**src/rtl/dir_pkg.sv**
```systemverilog
package dir_pkg;
  typedef enum logic [1:0] {
    REQ_RD  = 2'd0,
    REQ_WR  = 2'd1,
    REQ_WB  = 2'd2,
    REQ_RSV = 2'd3
  } req_e;

  typedef enum logic [2:0] {
    RSP_DATA      = 3'd0,
    RSP_INV       = 3'd1,
    RSP_FETCH     = 3'd2,
    RSP_FETCH_INV = 3'd3,
    RSP_ACK       = 3'd4
  } rsp_e;

  typedef enum logic [1:0] {
    BLK_UNC = 2'd0,
    BLK_SHR = 2'd1,
    BLK_EXC = 2'd2
  } blk_e;

  typedef enum logic [2:0] {
    FSM_IDLE,
    FSM_INV,
    FSM_FETCH,
    FSM_WAIT,
    FSM_REPLY
  } fsm_e;
endpackage

```
**src/rtl/dir_lowbit.sv**
```systemverilog
module dir_lowbit #(
  parameter int W = 4,
  localparam int IW = $clog2(W)
) (
  input  logic [W-1:0]  mask_i,
  output logic [IW-1:0] idx_o,
  output logic          any_o
);
  always_comb begin
    idx_o = '0;
    any_o = 1'b0;
    for (int i = W - 1; i >= 0; i--) begin
      if (mask_i[i]) begin
        idx_o = IW'(i);
        any_o = 1'b1;
      end
    end
  end
endmodule

```
**src/rtl/dir_store.sv**
```systemverilog
module dir_store
  import dir_pkg::*;
#(
  parameter int N_PROC = 4,
  parameter int N_BLK  = 16,
  parameter int DW     = 32,
  localparam int AW = $clog2(N_BLK)
) (
  input  logic              clk_i,
  input  logic              rst_ni,
  input  logic [AW-1:0]     addr_i,
  input  logic              st_we_i,
  input  blk_e              st_i,
  input  logic [N_PROC-1:0] sh_i,
  input  logic              mem_we_i,
  input  logic [DW-1:0]     data_i,
  output blk_e              st_o,
  output logic [N_PROC-1:0] sh_o,
  output logic [DW-1:0]     data_o
);
  blk_e              st_all  [N_BLK];
  logic [N_PROC-1:0] sh_all  [N_BLK];
  logic [DW-1:0]     mem_all [N_BLK];

  for (genvar b = 0; b < N_BLK; b++) begin : g_blk
    blk_e              st_r;
    logic [N_PROC-1:0] sh_r;
    logic [DW-1:0]     mem_r;
    logic              hit;

    assign hit = (addr_i == AW'(b));

    always_ff @(posedge clk_i or negedge rst_ni) begin
      if (!rst_ni) begin
        st_r  <= BLK_UNC;
        sh_r  <= '0;
        mem_r <= '0;
      end else begin
        if (st_we_i && hit) begin
          st_r <= st_i;
          sh_r <= sh_i;
        end
        if (mem_we_i && hit) mem_r <= data_i;
      end
    end

    assign st_all[b]  = st_r;
    assign sh_all[b]  = sh_r;
    assign mem_all[b] = mem_r;
  end

  assign st_o   = st_all[addr_i];
  assign sh_o   = sh_all[addr_i];
  assign data_o = mem_all[addr_i];
endmodule

```
**src/rtl/dir_home_ctrl.sv**
```systemverilog
module dir_home_ctrl
  import dir_pkg::*;
#(
  parameter int N_PROC = 4,
  parameter int N_BLK  = 16,
  parameter int DW     = 32,
  localparam int PW = $clog2(N_PROC),
  localparam int AW = $clog2(N_BLK)
) (
  input  logic          clk_i,
  input  logic          rst_ni,
  input  logic          req_valid_i,
  output logic          req_ready_o,
  input  logic [1:0]    req_type_i,
  input  logic [PW-1:0] req_pid_i,
  input  logic [AW-1:0] req_addr_i,
  input  logic [DW-1:0] req_data_i,
  output logic          rsp_valid_o,
  input  logic          rsp_ready_i,
  output logic [2:0]    rsp_type_o,
  output logic [PW-1:0] rsp_pid_o,
  output logic [AW-1:0] rsp_addr_o,
  output logic [DW-1:0] rsp_data_o
);
  fsm_e              state_q, state_d;
  req_e              cur_type_q, cur_type_d;
  logic [PW-1:0]     cur_pid_q, cur_pid_d, owner_q, owner_d;
  logic [AW-1:0]     cur_addr_q, cur_addr_d;
  logic [N_PROC-1:0] inv_q, inv_d;
  logic [DW-1:0]     rdata_q, rdata_d;
  rsp_e              rtype_q, rtype_d;

  logic [AW-1:0]     blk_addr;
  blk_e              rd_st, wr_st;
  logic [N_PROC-1:0] rd_sh, wr_sh, req_bit, cur_bit, own_bit;
  logic [DW-1:0]     rd_data, mem_wdata;
  logic              st_we, mem_we, acc, wb_match;
  logic [PW-1:0]     sh_idx, inv_idx;
  logic              sh_any, inv_any;

  assign blk_addr = (state_q == FSM_IDLE) ? req_addr_i : cur_addr_q;
  assign req_bit  = N_PROC'(1) << req_pid_i;
  assign cur_bit  = N_PROC'(1) << cur_pid_q;
  assign own_bit  = N_PROC'(1) << owner_q;

  dir_store #(.N_PROC(N_PROC), .N_BLK(N_BLK), .DW(DW)) u_store (
    .clk_i   (clk_i),
    .rst_ni  (rst_ni),
    .addr_i  (blk_addr),
    .st_we_i (st_we),
    .st_i    (wr_st),
    .sh_i    (wr_sh),
    .mem_we_i(mem_we),
    .data_i  (mem_wdata),
    .st_o    (rd_st),
    .sh_o    (rd_sh),
    .data_o  (rd_data)
  );

  // owner of an Exclusive block, and next sharer to invalidate
  dir_lowbit #(.W(N_PROC)) u_own (.mask_i(rd_sh), .idx_o(sh_idx),  .any_o(sh_any));
  dir_lowbit #(.W(N_PROC)) u_inv (.mask_i(inv_q), .idx_o(inv_idx), .any_o(inv_any));

  assign wb_match = req_valid_i && (req_type_i == REQ_WB) &&
                    (req_pid_i == owner_q) && (req_addr_i == cur_addr_q);
  assign req_ready_o = (state_q == FSM_IDLE) || ((state_q == FSM_WAIT) && wb_match);
  assign acc = req_valid_i && req_ready_o;

  always_comb begin
    state_d    = state_q;
    cur_type_d = cur_type_q;
    cur_pid_d  = cur_pid_q;
    cur_addr_d = cur_addr_q;
    owner_d    = owner_q;
    inv_d      = inv_q;
    rdata_d    = rdata_q;
    rtype_d    = rtype_q;
    st_we      = 1'b0;
    wr_st      = rd_st;
    wr_sh      = rd_sh;
    mem_we     = 1'b0;
    mem_wdata  = req_data_i;
    unique case (state_q)
      FSM_IDLE: if (acc) begin
        cur_type_d = req_e'(req_type_i);
        cur_pid_d  = req_pid_i;
        cur_addr_d = req_addr_i;
        owner_d    = sh_idx;
        rdata_d    = rd_data;
        rtype_d    = RSP_DATA;
        state_d    = FSM_REPLY;
        case (req_type_i)
          REQ_RD: begin
            if (rd_st == BLK_EXC) state_d = FSM_FETCH;
            else begin
              st_we = 1'b1;
              wr_st = BLK_SHR;
              wr_sh = (rd_st == BLK_SHR) ? (rd_sh | req_bit) : req_bit;
            end
          end
          REQ_WR: begin
            if (rd_st == BLK_EXC) state_d = FSM_FETCH;
            else begin
              st_we = 1'b1;
              wr_st = BLK_EXC;
              wr_sh = req_bit;
              if (rd_st == BLK_SHR) begin
                inv_d = rd_sh & ~req_bit;
                if (inv_d != '0) state_d = FSM_INV;
              end
            end
          end
          default: begin
            rtype_d = RSP_ACK;
            rdata_d = '0;
            if (req_type_i == REQ_WB && rd_st == BLK_EXC && rd_sh == req_bit) begin
              st_we  = 1'b1;
              wr_st  = BLK_UNC;
              wr_sh  = '0;
              mem_we = 1'b1;
            end
          end
        endcase
      end
      FSM_INV: if (rsp_ready_i) begin
        inv_d = inv_q & ~(N_PROC'(1) << inv_idx);
        if (inv_d == '0) state_d = FSM_REPLY;
      end
      FSM_FETCH: if (rsp_ready_i) state_d = FSM_WAIT;
      FSM_WAIT: if (acc) begin
        mem_we  = 1'b1;
        rdata_d = req_data_i;
        st_we   = 1'b1;
        if (cur_type_q == REQ_RD) begin
          wr_st = BLK_SHR;
          wr_sh = own_bit | cur_bit;
        end else begin
          wr_st = BLK_EXC;
          wr_sh = cur_bit;
        end
        state_d = FSM_REPLY;
      end
      FSM_REPLY: if (rsp_ready_i) state_d = FSM_IDLE;
      default: state_d = FSM_IDLE;
    endcase
  end

  always_ff @(posedge clk_i or negedge rst_ni) begin
    if (!rst_ni) begin
      state_q    <= FSM_IDLE;
      cur_type_q <= REQ_RD;
      cur_pid_q  <= '0;
      cur_addr_q <= '0;
      owner_q    <= '0;
      inv_q      <= '0;
      rdata_q    <= '0;
      rtype_q    <= RSP_DATA;
    end else begin
      state_q    <= state_d;
      cur_type_q <= cur_type_d;
      cur_pid_q  <= cur_pid_d;
      cur_addr_q <= cur_addr_d;
      owner_q    <= owner_d;
      inv_q      <= inv_d;
      rdata_q    <= rdata_d;
      rtype_q    <= rtype_d;
    end
  end

  assign rsp_valid_o = (state_q == FSM_INV) || (state_q == FSM_FETCH) || (state_q == FSM_REPLY);
  assign rsp_addr_o  = cur_addr_q;
  assign rsp_data_o  = (state_q == FSM_REPLY) ? rdata_q : '0;

  always_comb begin
    rsp_type_o = RSP_DATA;
    rsp_pid_o  = cur_pid_q;
    case (state_q)
      FSM_INV: begin
        rsp_type_o = RSP_INV;
        rsp_pid_o  = inv_idx;
      end
      FSM_FETCH: begin
        rsp_type_o = (cur_type_q == REQ_RD) ? RSP_FETCH : RSP_FETCH_INV;
        rsp_pid_o  = owner_q;
      end
      FSM_REPLY: rsp_type_o = rtype_q;
      default: ;
    endcase
  end
endmodule

```
**config.mk**
```make
export PLATFORM = sky130hd
export DESIGN_NAME = dir_home_ctrl
export DESIGN_NICKNAME = d
export VERILOG_FILES = /design/src/rtl/dir_pkg.sv /design/src/rtl/dir_lowbit.sv /design/src/rtl/dir_store.sv /design/src/rtl/dir_home_ctrl.sv
export SDC_FILE = /design/constraint.sdc
export NUM_CORES = 1
export LEC_CHECK = 0
export BUFFER_PORTS_ARGS = -buffer_cell sky130_fd_sc_hd__buf_2
export CAP_MARGIN = 15
export CORE_ASPECT_RATIO = 0.8
export CORE_MARGIN = 5
export CORE_UTILIZATION = 55
export CTS_CLUSTER_SIZE = 10
export DETAILED_ROUTE_END_ITERATION = 8
export PLACE_DENSITY = 0.74
export SETUP_SLACK_MARGIN = 0.1
export SYNTH_ARGS = -nofsm -noshare
export SYNTH_HDL_FRONTEND = slang
export SYNTH_SLANG_ARGS = --single-unit
```
**constraint.sdc**
```tcl
create_clock -name clk_i -period 4.25 [get_ports clk_i]
set_clock_uncertainty 0.2 [all_clocks]
set_input_delay 0.6375 -clock clk_i [delete_from_list [all_inputs] [get_ports clk_i]]
set_output_delay 0.6375 -clock clk_i [all_outputs]
set_load 0.03 [all_outputs]
```
Yosys cells after proc, flatten, opt, wreduce, memory -nomap -nowiden

Cells that the tools add are included.

Logic and storage cells: 229
Input port bits: 44
Output and inout bits: 43
Flip-flop bits (word level): 660

Bitwise logic cells: 7
Mux-type cells: 71
Magnitude comparators: 1
Shifts and indexed selects: 4
Equality and inequality tests: 35
Reductions and logical operators: 55

Operator list:

| kind                  | count |
|---|---|
| $mux W32              | 6 |
| $bmux W32 S4          | 1 |
| $pmux W32 S2          | 1 |
| $mux W4               | 15 |
| $logic_and A1 B1 Y1   | 39 |
| $mux W3               | 11 |
| $eq A4 B4 Y1 const B  | 8 |
| $mux W2               | 16 |
| $pmux W4 S2           | 3 |
| $bmux W4 S4           | 1 |
| $eq A4 B3 Y1 const B  | 4 |
| $shl A1 B2 Y4 const A | 4 |
| $pmux W3 S5           | 1 |
| $ne A2 B2 Y1 const B  | 7 |
| $pmux W2 S2           | 3 |
| $reduce_and A6 Y1     | 2 |
| $pmux W3 S3           | 1 |
| $and A4 B4 Y4         | 2 |
| $bmux W2 S4           | 1 |
| $eq A4 B2 Y1 const B  | 2 |
| $eq A4 B4 Y1          | 2 |
| $logic_not A4 Y1      | 2 |
| $mux W1               | 8 |
| $not A4 Y4            | 2 |
| 21 further kinds      | 31 |

Longest topological paths before layout

Gate-level depths: netlist of the first run.

Depth after elaboration: 14
Mapped depth: 22
Mapped depth without buffers: 16

Cells and area by module

Synthesis of the first run repeated with hierarchy kept, for this count alone.

Cell total of the unflattened synthesis: 2,129
Area, all modules: 30,857.1 um^2

By module, submodules not included:

| module        | area each (um^2) | cells an instance | instances | sequential area each (um^2) |
|---|---|---|---|---|
| dir_store     | 27,194.8         | 1,673             | 1         | 15,214.6 |
| dir_home_ctrl | 3,592.2          | 442               | 1         | 1,251.2 |
| dir_lowbit    | 35.0             | 7                 | 2         | 0.0 |

Worst setup path before layout of the first run

Ideal clock, no wire load.

Path type: input port to flip-flop
Start: in req_addr_i[1]
End: reg u_store.g_blk[3].sh_r[3]
Stages on the path: 20
Setup time: 125 ps
Data required time: 3,925 ps
Path slack: -397 ps
Path buffers: 5
Arrival: 4,322 ps
Cell sequence: clkbuf_2 > or4b_1 > buf_2 > and2_1 > buf_6 > buf_6 > nand2_1 > and3_1 > a211oi_1 > or4_4 > inv_1 > ha_1 > nor2_1 > and4b_1 > nand2_1 > a221oi_2 > a211oi_2 > buf_2 > nor3_1 > mux2_2

Longest elaborated chain between the ends: 13
Elaborated cells between the ends (all ways): 35
Those cells by class: eq/ne: 5; mux: 21; bitwise: 2; reduce/logical: 7

RTL lines:

| element                                    | line                                                            | text |
|---|---|---|
| from (decl)                                | dir_home_ctrl.sv:16                                             | `input logic [AW-1:0] req_addr_i,` |
| $mux W4                                    | dir_home_ctrl.sv:41                                             | `assign blk_addr = (state_q == FSM_IDLE) ? req_addr_i : cur_addr_q;` |
| $not A4 Y5 (not written as such)           | dir_store.sv:52, dir_store.sv:53                                |  |
| $bmux W2 S4                                | dir_store.sv:52                                                 | `assign st_o = st_all[addr_i];` |
| $mux W2 (not written as such) (2 in a row) | dir_store.sv:52                                                 |  |
| $eq A2 B2 Y1                               | dir_home_ctrl.sv:94, dir_home_ctrl.sv:102, dir_home_ctrl.sv:116 |  |
| $logic_and A1 B1 Y1 (2 in a row)           | dir_home_ctrl.sv:116                                            | `if (req_type_i == REQ_WB && rd_st == BLK_EXC && rd_sh == req_bit) begin` |
| $mux W1                                    | dir_home_ctrl.sv:116                                            |  |
| $mux W1                                    | n/a                                                             |  |
| $mux W1                                    | dir_home_ctrl.sv:84                                             | `FSM_IDLE: if (acc) begin` |
| $pmux W1 S2                                | dir_home_ctrl.sv:83                                             | `unique case (state_q)` |
| $logic_and A1 B1 Y1                        | dir_store.sv:39                                                 | `if (st_we_i && hit) begin` |
| to (signal assigned)                       | dir_store.sv:41                                                 | `sh_r <= sh_i;` |
| to (decl)                                  | dir_store.sv:27                                                 | `logic [N_PROC-1:0] sh_r;` |

Parallel ways exist; a longest one is shown, timed or not. The select of a mux whose other input is x is not followed.
A chain may end at the register's enable or synchronous reset.

Worst setup path after layout of the first run

Start: reg state_q[0]
End: reg u_store.g_blk[3].mem_r[3]

Longest elaborated chain between the ends: 14
Elaborated cells between the ends (all ways): 24
Those cells by class: eq/ne: 4; mux: 12; bitwise: 1; reduce/logical: 7

RTL lines:

| element                                    | line                                                          | text |
|---|---|---|
| from (decl)                                | dir_home_ctrl.sv:25                                           | `fsm_e state_q, state_d;` |
| from (signal assigned)                     | dir_home_ctrl.sv:159                                          | `state_q <= state_d;` |
| $logic_not A3 Y1                           | dir_home_ctrl.sv:41, dir_home_ctrl.sv:66, dir_home_ctrl.sv:83 |  |
| $mux W4                                    | dir_home_ctrl.sv:41                                           |  |
| $not A4 Y5 (not written as such)           | dir_store.sv:52, dir_store.sv:53                              |  |
| $bmux W2 S4                                | dir_store.sv:52                                               |  |
| $mux W2 (not written as such) (2 in a row) | dir_store.sv:52                                               |  |
| $eq A2 B2 Y1                               | dir_home_ctrl.sv:116                                          |  |
| $logic_and A1 B1 Y1 (2 in a row)           | dir_home_ctrl.sv:116                                          |  |
| $mux W1                                    | dir_home_ctrl.sv:116                                          |  |
| $mux W1                                    | dir_home_ctrl.sv:92                                           | `case (req_type_i)` |
| $mux W1                                    | dir_home_ctrl.sv:84                                           |  |
| $pmux W1 S2                                | dir_home_ctrl.sv:83                                           |  |
| $logic_and A1 B1 Y1 (*)                    | dir_store.sv:43                                               | `if (mem_we_i && hit) mem_r <= data_i;` |
| to (signal assigned)                       | dir_store.sv:43                                               |  |
| to (decl)                                  | dir_store.sv:28                                               | `logic [DW-1:0] mem_r;` |

Mark *: on every way between the ends. The rest lies on a longest branch, timed or not. The select of a mux whose other input is x is not followed.

==> results of run 1 <==
kinds of logic after synthesis:
kind of cell / Yosys count
and+or+nand+nor: 1070
DFF: 658
muxes: 595
AOI/OAI and AO/OA: 389
buffers and inverters: 266
adders and majority gates: 8
xor gates and xnor gates: 7
placed cells by master, fill, tap and decap left out, types with 5 or more instances in the layout:
| cell type | count |
|---|---|
| and2_1 | 35 |
| nor2_1 | 36 |
| a31oi_1 | 39 |
| mux2_4 | 329 |
| buf_4 | 133 |
| nand2_2 | 15 |
| xor2_1 | 5 |
| nor3_1 | 5 |
| a211oi_2 | 6 |
| nand2_1 | 666 |
| a211oi_1 | 8 |
| buf_16 | 11 |
| a21oi_1 | 53 |
| o21ai_1 | 30 |
| nor3_4 | 6 |
| a311oi_1 | 97 |
| inv_1 | 12 |
| buf_2 | 85 |
| nor2b_1 | 17 |
| a21oi_2 | 10 |
| clkbuf_1 | 8 |
| and3_1 | 74 |
| mux2_2 | 225 |
| buf_6 | 34 |
| o21ai_0 | 57 |
| nor4_1 | 5 |
| nand2b_1 | 6 |
| a22oi_1 | 34 |
| ha_1 | 6 |
| nand2_8 | 18 |
| buf_8 | 12 |
| nand2b_4 | 11 |
| dfrtp_1 | 655 |
| buf_12 | 67 |
| nand3_1 | 142 |
| mux2i_1 | 34 |
| clkbuf_16 | 89 |
per-layer routing:
layer	GRT usage	vias up	part of all wire
met2	0.4454	1167	0.46
met1	0.4115	12980	0.43
met3	0.05217	249	0.081
met4	0.1045	2	0.036
met5	0	-	0.00014
li1	-	10880	-
power breakdown:
part | switching (uW) | internal (uW) | total, uW
registers | 615 | 7020 | 7640
logic | 6590 | 3780 | 10400
clock network | 2560 | 3250 | 5810
final timing paths:
path / from / to / slack (ps) / depth (start not counted)
worst min-delay path: req_addr_i[3] / rsp_addr_o[3] / 80 / 3
min in group asynchronous: rst_ni / u_store.g_blk[1].mem_r[9] / 420 / 2
worst min register to register: rtype_q[2] / rtype_q[2] / 270 / 2
worst max register to register: state_q[0] / u_store.g_blk[3].mem_r[3] / -270 / 17
max in group asynchronous: rst_ni / u_store.g_blk[6].mem_r[1] / 2190 / 3
worst max-delay path: state_q[0] / u_store.g_blk[3].mem_r[3] / -270 / 17
state kept, by name, summed over array words and instances (netlist names):
signal,flops
cur_pid_q,2
cur_type_q,2
inv_q,4
owner_q,2
rdata_q,32
rsp_addr_o,4
rtype_q,1
state_q,3
u_store.g_blk.mem_r,512
u_store.g_blk.sh_r,64
u_store.g_blk.st_r,32
per-stage QoR:
step	cells	setup TNS (ps)	hold slack [ps]	utilization
floorplan	2993	-67200	141.9	-
global placement	3814	-126350	249.1	0.6021
detailed placement	3814	-172300	255.9	0.6021
CTS	3947	-54370	60.87	0.6530
global route	3976	-135490	86.98	0.6665
finish	3978	-89260	80.93	0.6666
worst max-delay path, cell delays in order, from the launching register on:
cell and delay (ps):
dfrtp_2 480, or4b_4 690, nand2_8 180, mux2i_4 250, a211oi_2 90, or4_4 580
inv_4 90, ha_4 180, nor2_1 70, and4b_1 230, buf_4 130, a31o_4 230
buf_12 150, buf_12 120, buf_12 100, nand2_8 100, clkbuf_16 200, mux2_4 290
final cells by class:
| class | count | area [um^2] |
|---|---|---|
| Clock inverter | 7 | 112.6 |
| Tap cell | 779 | 974.7 |
| Sequential cell | 658 | 16470 |
| Fill cell | 4236 | 19960 |
| Inverter | 13 | 51.30 |
| Antenna cell | 4 | 10.01 |
| Clock buffer | 86 | 1959 |
| Timing Repair Buffer | 357 | 3980 |
| Multi-Input combinational cell | 2074 | 16340 |
timing repair:
action                     in CTS  in global routing
pin swaps                      10                  4
hold buffers                    1                  0
buffers inserted               25                 11
hold endpoints to repair       86                  0
resized for setup             105                 85
gates cloned                   15                 16
setup endpoints to repair     613                638
==> impl_metrics.csv, run 1 <==
group,metric,value,unit
synthesis,yosysUniqueCellTypes,83,
worst_setup_path,worstSetupPathType,"reg -> reg",
placement,dpl_cell_area,36040,um^2
placement,port_buffers,86,
sta,final.min_clock_period,4522,ps
finish,drive_gt1_frac,0.3512,
clocking,root_buffer,"clkbuf_16",
worst_hold_path,hold_class,"in -> reg",
detailed_routing,drc_errors,0,
synthesis,synth_xor_area_frac,0.001835,
synthesis,seq_area_frac_synth,0.4927,
finish,areaGrowthSynthToFinish,19.40,%
sta,relSlewSlack,0.3729,
job,cap_violations,0,
floorplanning,core_area,59860,um^2
power_and_ir_drop,power.leakage,0.01962,uW
synthesis,synthTopCellsByCount,"685 x nand2_1, 658 x dfrtp_1, 300 x mux2_4, 252 x mux2_2, 142 x nand3_1",
synthesis,synth_edf_count,0,
synthesis,yosys-top-cells-area,"dfrtp_1 49%, mux2_4 13%, mux2_2 8.5%",
run_status,violations,"negative setup slack",
worst_setup_path,crit_path_max_fanout,7,
power_and_ir_drop,powerDensity,596.7,nW/um^2
global_route,grt_pass1_vias,25600,
global_route,grt_pass1_wl,150.6,mm
detailed_routing,vias_per_cell,6.353,
detailed_routing,routed_wirelength,100.7,mm
global_route,grt-ovfl-total,0,
placement,dp_slack,-517.6,ps
detailed_routing,vias,25270,
floorplanning,die_w,285.6,um
detailed_routing,routedWlPerCell,25.30,um
sta,rsz0062_at_grt,"true",
clocking,clockBufferDepth,3,
sta,setup_slack,-271.6,ps
synthesis,synth_top_cell_by_area,"dfrtp_1",
detailed_routing,firstDrtPassIters,6,
sta,min_period_over_period,1.064,
synthesis,synth-seq-cells,658,
synthesis,synth_area,33420,um^2
sta,maxSlewViolCount,0,
finish,nets,3232,
synthesis,yosys.area_share.adder,0.002995,
worst_setup_path,end_kind,"register",
synthesis,synthFlopType,"dfrtp_1",
worst_setup_path,arrival,4830,ps
synthesis,synth-compound-area-share,0.08297,
synthesis,syn_inst,2993,
synthesis,synth_top_family_by_area,"multiplexers",
global_route,antenna_found_initial,5,
sta,fmax,221.2,MHz
synthesis,synth_nets,3045,
clocking,cts_buffers,76,
detailed_routing,drt_iter0_markers,2585,
floorplanning,die_h,230.5,um
power_and_ir_drop,total_power,23810,uW
floorplanning,num_rows,80,
clocking,htreeDepth,3,
synthesis,ys_warn_count,0,
clocking,clk_latency,640,ps
detailed_routing,postRouteAntennaNets,0,
placement,dp_hpwl,57.86,mm
floorplanning,initial_utilization,0.5583,
clocking,clock_sinks,658,
worst_setup_path,worstSetupStartpointType,"register",
synthesis,synth_top_area_frac,0.4927,
global_route,track_usage,0.2881,
sta,hold_viol_final,0,
floorplanning,die_area,65820,um^2
run_status,run_status,"finished, violations left",
clocking,clkTransAtPathRegs,60,ps
synthesis,yosys.area_share.simple,0.1442,
sta,finalSetupViolations,589,
sta,worst_slew_pin_slew,940.7,ps
finish,final_cell_area,39900,um^2
synthesis,yosysMostFrequentCell,"nand2_1",
synthesis,muxShareOfSynthArea,0.2335,
global_route,grt_start_max_net_pins,165,
synthesis,avgSynthCellArea,11.17,um^2
floorplanning,ios,87,
placement,gp_congestion,0.9049,
clocking,cts_tree,"done",
synthesis,async_flop_share,1.000,
worst_setup_path,critical_path_required,4560,ps
power_and_ir_drop,max-vdd-ir-drop,0.6314,mV
No activity file was read; power rests on OpenSTA's default activity.
==> inputs of run 2 (changes only) <==
- CELL_PAD_IN_SITES_DETAIL_PLACEMENT: not set -> 1
- CELL_PAD_IN_SITES_GLOBAL_PLACEMENT: not set -> 1
- CORE_UTILIZATION: 55 -> 28
- PLACE_DENSITY: 0.74 -> not set
- PLACE_DENSITY_LB_ADDON: not set -> 0.1
==> run 2 against run 1 <==
The run still ends with negative setup slack left. Core utilization fell by 32 points. Die area rose by 92%. Cell count rose by 20%. Combinational power rose by 9.6%. Cell area rose by 3.1%. Worst hold slack got worse by 21 ps. Critical path depth did not move. Setup slack improved by 48 ps. Global-route usage fell by 9.9 points. Clock-buffer cell count rose by 24. Fmax rose by 1.1%. Clock power rose by 14%. Critical endpoint is now u_store.g_blk[10].mem_r[8]. Largest cell class is now multi-input gates.
==> impl_metrics.csv, run 2 (synthesis results as in run 1) <==
group,metric,value,unit
global_route,grt-ovfl-total,0,
sta,maxSlewViolCount,0,
global_route,grt_start_max_net_pins,147,
sta,hold_viol_final,0,
worst_setup_path,worstSetupStartpointType,"register",
worst_setup_path,crit_path_max_fanout,23,
floorplanning,die_h,319.0,um
clocking,root_buffer,"clkbuf_16",
sta,rsz0062_at_grt,"true",
detailed_routing,routedWlPerCell,25.84,um
clocking,clock_sinks,658,
placement,gp_congestion,0.8100,
sta,final.min_clock_period,4473,ps
worst_setup_path,worstSetupPathType,"reg -> reg",
floorplanning,die_w,396.3,um
floorplanning,num_rows,113,
worst_setup_path,end_kind,"register",
sta,worst_slew_pin_slew,977.6,ps
clocking,htreeDepth,3,
sta,relSlewSlack,0.3483,
worst_setup_path,critical_path_required,4600,ps
detailed_routing,firstDrtPassIters,7,
finish,regMostFlops,"u_store.g_blk.mem_r",
clocking,clk_latency,670,ps
detailed_routing,vias,24500,
power_and_ir_drop,powerDensity,624.0,nW/um^2
finish,drive_gt1_frac,0.3663,
finish,reg_top3,"u_store.g_blk.mem_r: 512 flops, u_store.g_blk.sh_r: 64 flops",
detailed_routing,drt_iter0_markers,1308,
global_route,grt_pass1_wl,182.6,mm
finish,largest_reg_flops,512,
sta,fmax,223.5,MHz
finish,finish.utilization,0.3468,
finish,nets,3235,
finish,final_common_cell,"dfrtp_1",
detailed_routing,postRouteAntennaNets,0,
clocking,clockBufferDepth,3,
finish,areaGrowthSynthToFinish,23.09,%
sta,fin_hold_ws,59.71,ps
placement,dp_hpwl,73.90,mm
floorplanning,die_area,126400,um^2
detailed_routing,routed_wirelength,123.5,mm
run_status,violations,"negative setup slack",
finish,layout_common_cells,"655 x dfrtp_1, 645 x nand2_1, 324 x mux2_4",
clocking,clkTransAtPathRegs,60,ps
worst_setup_path,arrival,4820,ps
sta,setup_slack,-223.3,ps
global_route,grt_pass1_vias,27000,
detailed_routing,vias_per_cell,5.128,
detailed_routing,drc_errors,0,
worst_hold_path,hold_class,"in -> reg",
run_status,run_status,"finished, violations left",
sta,finalSetupViolations,571,
global_route,track_usage,0.1894,
global_route,antenna_found_initial,8,
floorplanning,initial_utilization,0.2817,
sta,finalSetupTns,-50580,ps
job,cap_violations,0,
clocking,cts_buffers,82,
floorplanning,core_area,118600,um^2
placement,port_buffers,86,
clocking,cts_tree,"done",
floorplanning,ios,87,
power_and_ir_drop,power.leakage,0.01985,uW
placement,dp_slack,-707.1,ps
power_and_ir_drop,max-vdd-ir-drop,0.6178,mV
sta,min_period_over_period,1.053,
[run 2: final timing paths]
kind	startpoint	end	slack, ps	depth (start not counted)
max in group asynchronous	rst_ni	u_store.g_blk[10].mem_r[23]	2270	3
min	req_addr_i[2]	rsp_addr_o[2]	60	3
max	state_q[2]	u_store.g_blk[10].mem_r[8]	-220	17
min in group asynchronous	rst_ni	u_store.g_blk[6].st_r[1]	280	2
max reg2reg	state_q[2]	u_store.g_blk[10].mem_r[8]	-220	17
min reg2reg	rtype_q[2]	rtype_q[2]	280	2
[run 2: per-stage QoR]
step	area [um^2]	total power (uW)	cells
2_1_floorplan	33870	13550	2993
3_3_place_gp	37130	18270	4595
3_5_place_dp	37130	18360	4595
4_1_cts	40470	25670	4758
5_1_grt	41140	27070	4777
6_report	41140	25670	4777
[run 2: worst max-delay path, stage by stage (launching register included)]
cell and delay, ps:
dfrtp_2 450, buf_4 150, buf_4 180, o31a_1 320, nor2_4 320, buf_4 390
a311oi_2 90, a21oi_2 210, inv_1 80, ha_1 270, and4b_1 200, buf_4 140
a31o_4 230, buf_12 150, buf_12 140, nand2_2 110, buf_12 260, mux2_2 380
[run 2: final cells by class]
cell class              instances  area, um^2
flip-flops and latches        658       16470
inverters                      13       51.30
fillers                     12750       77490
clock buffers                 110        2280
diodes                          1       2.502
clock inverters                15       137.6
multi-input cells            2073       16480
repair buffers                355        3774
well taps                    1552        1942
[run 2: power by group]
group	switching, uW	leakage [uW]	internal [uW]
clock network	2820	0.00119	3780
logic	7380	0.00954	4020
registers	649	0.00911	7020
total	10800	0.0198	14800
[run 2: per-layer routing]
| layer | track usage | part of all wire |
|---|---|---|
| met1 | 0.2787 | 0.49 |
| met2 | 0.2968 | 0.46 |
| met3 | 0.02423 | 0.029 |
| met4 | 0.04429 | 0.020 |
| met5 | 0 | 0 |
[run 2: what timing repair did]
item / CTS / global route
buffers inserted: 27 / 9
resized for setup: 126 / 92
hold endpoints to repair: 22 / 0
gates cloned: 9 / 10
hold buffers: 2 / 0
setup endpoints to repair: 623 / 620
pin swaps: 22 / 21
